### src/rtl/irigb_tx_pkg.sv
package irigb_tx_pkg;

    typedef enum logic [1:0] {
        SYM_ZERO = 2'd0,
        SYM_ONE  = 2'd1,
        SYM_MARK = 2'd2
    } sym_kind_e;

    // Packed so that bit index equals transmission order of the field bits.
    typedef struct packed {
        logic [1:0] ht;
        logic [3:0] hu;
        logic [2:0] mt;
        logic [3:0] mu;
        logic [2:0] st;
        logic [3:0] su;
    } bcd_time_t;

    localparam int TIME_W   = $bits(bcd_time_t);
    localparam int LAST_POS = 26;
    localparam int NUM_SEXA = 2;
    localparam logic [5:0] NO_SLOT = 6'h3F;

    // Element index -> bit index inside bcd_time_t, NO_SLOT when not a field bit.
    function automatic logic [5:0] slot_of(input int unsigned pos);
        if (pos >= 1  && pos <= 4)  return 6'(pos - 1);
        if (pos >= 6  && pos <= 8)  return 6'(pos - 2);
        if (pos >= 10 && pos <= 13) return 6'(pos - 3);
        if (pos >= 15 && pos <= 17) return 6'(pos - 4);
        if (pos >= 20 && pos <= 23) return 6'(pos - 6);
        if (pos >= 25 && pos <= 26) return 6'(pos - 7);
        return NO_SLOT;
    endfunction

endpackage

### src/rtl/irigb_field_capture.sv
module irigb_field_capture
    import irigb_tx_pkg::*;
#(
    parameter int POS_W = 7
) (
    input  logic             clk,
    input  logic             rst_n,
    input  logic             sym_valid,
    input  logic [1:0]       sym_kind,
    input  logic [POS_W-1:0] sym_pos,
    output bcd_time_t        fields_o,
    output logic             done_o
);

    typedef struct packed {
        bcd_time_t f;
        logic      done;
    } cap_t;

    cap_t              cap_d, cap_q;
    logic [TIME_W-1:0] bits;
    logic [5:0]        slot;

    always_comb begin
        cap_d      = cap_q;
        cap_d.done = 1'b0;
        bits       = cap_q.f;
        slot       = slot_of(int'(sym_pos));
        if (sym_valid) begin
            if (sym_pos == '0) begin
                bits = '0;
            end else if (sym_kind == SYM_ONE && slot < 6'(TIME_W)) begin
                bits[slot[4:0]] = 1'b1;
            end
            if (sym_pos == POS_W'(LAST_POS)) begin
                cap_d.done = 1'b1;
            end
        end
        cap_d.f = bits;
    end

    always_ff @(posedge clk) begin
        if (!rst_n) cap_q <= '0;
        else        cap_q <= cap_d;
    end

    assign fields_o = cap_q.f;
    assign done_o   = cap_q.done;

endmodule

### src/rtl/irigb_sexa_step.sv
module irigb_sexa_step (
    input  logic [2:0] tens_i,
    input  logic [3:0] units_i,
    input  logic       cin,
    output logic [2:0] tens_o,
    output logic [3:0] units_o,
    output logic       cout,
    output logic       bad
);

    always_comb begin
        tens_o  = tens_i;
        units_o = units_i;
        cout    = 1'b0;
        bad     = (units_i > 4'd9) || (tens_i > 3'd5);
        if (cin) begin
            if (units_i == 4'd9) begin
                units_o = 4'd0;
                if (tens_i == 3'd5) begin
                    tens_o = 3'd0;
                    cout   = 1'b1;
                end else begin
                    tens_o = tens_i + 3'd1;
                end
            end else begin
                units_o = units_i + 4'd1;
            end
        end
    end

endmodule

### src/rtl/irigb_time_incr.sv
module irigb_time_incr
    import irigb_tx_pkg::*;
(
    input  bcd_time_t cur_i,
    output bcd_time_t nxt_o,
    output logic      bad_o
);

    logic [2:0] t_in  [NUM_SEXA];
    logic [3:0] u_in  [NUM_SEXA];
    logic [2:0] t_out [NUM_SEXA];
    logic [3:0] u_out [NUM_SEXA];
    logic       carry [NUM_SEXA+1];
    logic       sbad  [NUM_SEXA];
    logic       hr_bad;

    assign t_in[0]  = cur_i.st;
    assign u_in[0]  = cur_i.su;
    assign t_in[1]  = cur_i.mt;
    assign u_in[1]  = cur_i.mu;
    assign carry[0] = 1'b1;

    for (genvar g = 0; g < NUM_SEXA; g++) begin : g_sexa
        irigb_sexa_step u_step (
            .tens_i  (t_in[g]),
            .units_i (u_in[g]),
            .cin     (carry[g]),
            .tens_o  (t_out[g]),
            .units_o (u_out[g]),
            .cout    (carry[g+1]),
            .bad     (sbad[g])
        );
    end

    always_comb begin
        nxt_o.su = u_out[0];
        nxt_o.st = t_out[0];
        nxt_o.mu = u_out[1];
        nxt_o.mt = t_out[1];
        nxt_o.hu = cur_i.hu;
        nxt_o.ht = cur_i.ht;
        hr_bad   = (cur_i.hu > 4'd9) || (cur_i.ht > 2'd2) ||
                   (cur_i.ht == 2'd2 && cur_i.hu > 4'd3);
        if (carry[NUM_SEXA]) begin
            if (cur_i.ht == 2'd2 && cur_i.hu == 4'd3) begin
                nxt_o.hu = 4'd0;
                nxt_o.ht = 2'd0;
            end else if (cur_i.hu == 4'd9) begin
                nxt_o.hu = 4'd0;
                nxt_o.ht = cur_i.ht + 2'd1;
            end else begin
                nxt_o.hu = cur_i.hu + 4'd1;
            end
        end
        bad_o = sbad[0] || sbad[1] || hr_bad;
    end

endmodule

### src/rtl/irigb_time_extract.sv
module irigb_time_extract
    import irigb_tx_pkg::*;
#(
    parameter int POS_W = 7
) (
    input  logic              clk,
    input  logic              rst_n,
    input  logic              sym_valid,
    input  logic [1:0]        sym_kind,
    input  logic [POS_W-1:0]  sym_pos,
    output logic              tm_valid,
    output logic              tm_err,
    output logic [TIME_W-1:0] tm_bcd
);

    typedef struct packed {
        bcd_time_t t;
        logic      v;
        logic      e;
    } out_t;

    bcd_time_t fields;
    bcd_time_t advanced;
    logic      done;
    logic      bad;
    out_t      out_d, out_q;

    irigb_field_capture #(.POS_W(POS_W)) u_cap (
        .clk       (clk),
        .rst_n     (rst_n),
        .sym_valid (sym_valid),
        .sym_kind  (sym_kind),
        .sym_pos   (sym_pos),
        .fields_o  (fields),
        .done_o    (done)
    );

    irigb_time_incr u_incr (
        .cur_i (fields),
        .nxt_o (advanced),
        .bad_o (bad)
    );

    always_comb begin
        out_d   = out_q;
        out_d.v = 1'b0;
        out_d.e = 1'b0;
        if (done) begin
            if (bad) begin
                out_d.e = 1'b1;
            end else begin
                out_d.v = 1'b1;
                out_d.t = advanced;
            end
        end
    end

    always_ff @(posedge clk) begin
        if (!rst_n) out_q <= '0;
        else        out_q <= out_d;
    end

    assign tm_valid = out_q.v;
    assign tm_err   = out_q.e;
    assign tm_bcd   = out_q.t;

endmodule

### config.mk
export PLATFORM = sky130hd
export DESIGN_NAME = irigb_time_extract
export DESIGN_NICKNAME = d
export VERILOG_FILES = /design/src/rtl/irigb_tx_pkg.sv /design/src/rtl/irigb_field_capture.sv /design/src/rtl/irigb_sexa_step.sv /design/src/rtl/irigb_time_incr.sv /design/src/rtl/irigb_time_extract.sv
export SDC_FILE = /design/constraint.sdc
export NUM_CORES = 1
export LEC_CHECK = 0
export ABC_CLOCK_PERIOD_IN_PS = 2960
export CAP_MARGIN = 15
export CORE_MARGIN = 5
export CORE_UTILIZATION = 48
export CTS_CLUSTER_DIAMETER = 80
export DETAILED_ROUTE_END_ITERATION = 8
export PLACE_DENSITY = 0.68
export SLEW_MARGIN = 20
export SYNTH_ARGS = -nofsm -noshare
export SYNTH_HDL_FRONTEND = slang
export SYNTH_SLANG_ARGS = --single-unit
### constraint.sdc
create_clock -name clk -period 2.96 [get_ports clk]
set_clock_uncertainty 0.05 [all_clocks]
set_input_delay 0.74 -clock clk [delete_from_list [all_inputs] [get_ports clk]]
set_output_delay 0.74 -clock clk [all_outputs]
set_load 0.02 [all_outputs]
==> key figures <==
Final layout
  • Layout Utilization: 70.44%
  • Multi-input combinational cell area: 2307 um2
  • Ant. Diodes: 0
  • Area Overhead vs Synth: 43.72%
  • Nets: 485
  • Fill cell count: 509
  • Post-route insts no fill: 534
  • Register Area: 860.8 um2
  • Ratio of cells with drive above 1 in the final layout: 36.54%

Timing
  • Post-layout min period: 2.887 ns
  • Slew HR: 68.71%
  • Final period utilization: 97.54%
  • Final WS setup: 0.07289 ns
  • Final Hold Viols: 0
  • Slew Limit Fails: 0
  • Final Setup Violations: 0
  • Fmax: 0.3464 GHz
  • Worst slew pin tran: 0.4633 ns

Clock tree
  • Root Driver: clkbuf_8
  • CTS tree: done
  • Clock Tree Buf Depth: 2
  • Hold Buf Count CTS: 0
  • Clock tree sinks: 43
  • H-tree depth: 2
  • CTS clk-pin slew, worst paths: 0.07 ns
  • Clock buffer count from CTS: 5
  • Skew-Pair Late Insertion Delay: 0.29 ns

Routing
  • Antenna-violating nets left: 0
  • Via density: 5.811
  • DR WL/cell: 16.74 um
  • Drt drc: 0
  • DR iter-0 viols: 87
  • Post-Route WL: 8939 um
  • Router iterations before antenna repair: 4
  • Routed via count: 3103

Worst hold path
  • Hold crit path type: reg -> reg

Worst setup path
  • CP Capture Type: flip-flop
  • CP arrival: 3.02 ns
  • Crit Path Max Fanout: 7
  • WS Path Type: in -> reg
  • CP required: 3.09 ns
  • Crit path launch type: input port

Yosys
  • Mean post-synth cell area: 8.944 um2
  • Synth area leaders: dfxtp_1 (28%), ha_1 (6.9%), a32o_1 (6.2%)
  • Synth Cell Area: 3077 um2
  • Asr flop ratio synth: 0%
  • Top cell type's share of synthesized area: 27.98%
  • Seq cells post-synth: 43
  • Synth warn: 0
  • Main synth FF type: dfxtp_1
  • Netlist cell types: 82
  • Dominant cell type by area after synthesis: dfxtp_1
  • Most common cell in the netlist: dfxtp_1
  • Sequential fraction of the synthesis area: 27.98%
  • Mapped Cells: 344
  • EDFF count, synth: 0
  • Syn nets: 373
  • Synth top cells by count: dfxtp_1 (43), nor2_1 (33), nand2_1 (28)

Die
  • Core area: 6277 um2
  • Die span in x: 90.06 um
  • Initial Utilization: 49.01%
  • Die area: 8111 um2
  • Die height: 90.06 um
  • Num rows: 29
  • Top-Level Pins: 34

Placement
  • IO buf count: 33
  • GP Congestion: 0.9198
  • Post-DP HPWL: 6663 um
  • Placed cells: 507
  • Pre-CTS setup slack: -0.7870 ns

Global routing
  • Largest net degree at the start of global routing: 30
  • Grt total ovfl: 0
  • First-pass GRT wire length: 15040 um
  • Initial antenna violation count: 0
  • Number of global-route vias before repair: 3121
  • All-Layer GR Usage: 21.89%

Power
  • Leak: 1.684 nW
  • Peak supply drop: 0.2631 mV
  • P per Cell Area: 285.6 nW/um2

Job
  • Maxcap violations: 0

Outcome
  • Outcome: complete, no violations
-- final timing paths --
| check | start | end | slack (ns) | cells after the start |
|---|---|---|---|---|
| min | u_cap.done_o | tm_err | 0.39 | 2 |
| min reg2reg | u_cap.done_o | tm_err | 0.39 | 2 |
| max reg2reg | u_cap.fields_o[10] | tm_bcd[19] | 0.43 | 7 |
| max | sym_pos[1] | u_cap.fields_o[10] | 0.07 | 11 |
-- placed cells by master (no fill, tap or decap), types with 6 or more instances in the layout --
cell type,synthesis,final
xnor2_1,8,8
nand3_1,8,7
nor3_1,6,6
a211oi_1,13,12
a32o_1,19,19
nand2_1,28,27
buf_4,3,79
ha_2,0,7
inv_1,13,10
o21ai_0,15,15
clkdlybuf4s50_1,0,26
and2_1,9,6
xor2_1,6,6
nor2_1,33,32
dfxtp_1,43,43
ha_1,17,6
a21oi_1,9,6
-- logic make-up after synthesis --
logic type      after synthesis  share of synthesized area [%]
mux                           4                          1.342
fa+ha+maj                    17                          6.913
buf+inv                      28                          4.961
simple gates                125                          23.42
xor+xnor                     14                          3.985
flops                        43                          27.98
compound gates              113                          31.40
-- what timing repair did --
item | in CTS | in global routing
setup endpoints to repair | 20 | 20
cloned | 1 | 1
buffers inserted | 13 | 4
pin swaps | 15 | 9
resized for setup | 42 | 26
-- through the flow --
| step | total power (W) | TNS [ns] | instance area [um2] | hold WS [ns] |
|---|---|---|---|---|
| after detailed placement | 0.0008607 | -15.22 | 3951 | 0.3836 |
| after CTS | 0.001244 | -0.1458 | 4309 | 0.3944 |
| after global routing | 0.001319 | -0.01217 | 4422 | 0.4118 |
| after floorplan | 0.0007426 | 0 | 3122 | 0.3683 |
| after global placement | 0.0008595 | -14.19 | 3951 | 0.3838 |
| final | 0.001263 | 0 | 4422 | 0.3921 |
-- power by group --
group | total, W | switching (W) | internal [W]
combinational | 0.000335 | 0.000167 | 0.000168
clock | 0.000348 | 0.000183 | 0.000165
sequential | 0.000579 | 0.000000474 | 0.000579
total | 0.00126 | 0.000350 | 0.000912
-- critical path, cell delays in order --
cell and delay, ns:
clkbuf_2 0.11, buf_6 0.14, ha_2 0.20, nand2_1 0.09, and3_1 0.21, or4b_4 0.56, nor4b_4 0.16, o21ai_2 0.23
a32oi_4 0.18, buf_12 0.16, a32o_1 0.24
-- routing by layer --
layer / GRT usage (%) / part of all wire [%] / up-vias
met1: 23.45 / 39 / 1477
met4: 11.66 / 4.4 / 0
met3: 4.090 / 3.3 / 28
li1: - / - / 1536
met2: 40.12 / 53 / 62
met5: 0 / 0 / -
-- sequential cells by signal (all words and copies together), names as in the netlist --
register,flops
tm_err,1
tm_valid,1
u_cap.done_o,1
tm_bcd,20
u_cap.fields_o,20
-- layout make-up --
class	instances	area share [%]
inverter	14	1.245
sequential	43	19.47
multi-input combinational	274	52.18
tap	77	2.179
clock buffer	7	1.726
clock inverter	1	0.1132
timing repair buffer	118	23.09
Power figures use the tool's default switching activity.
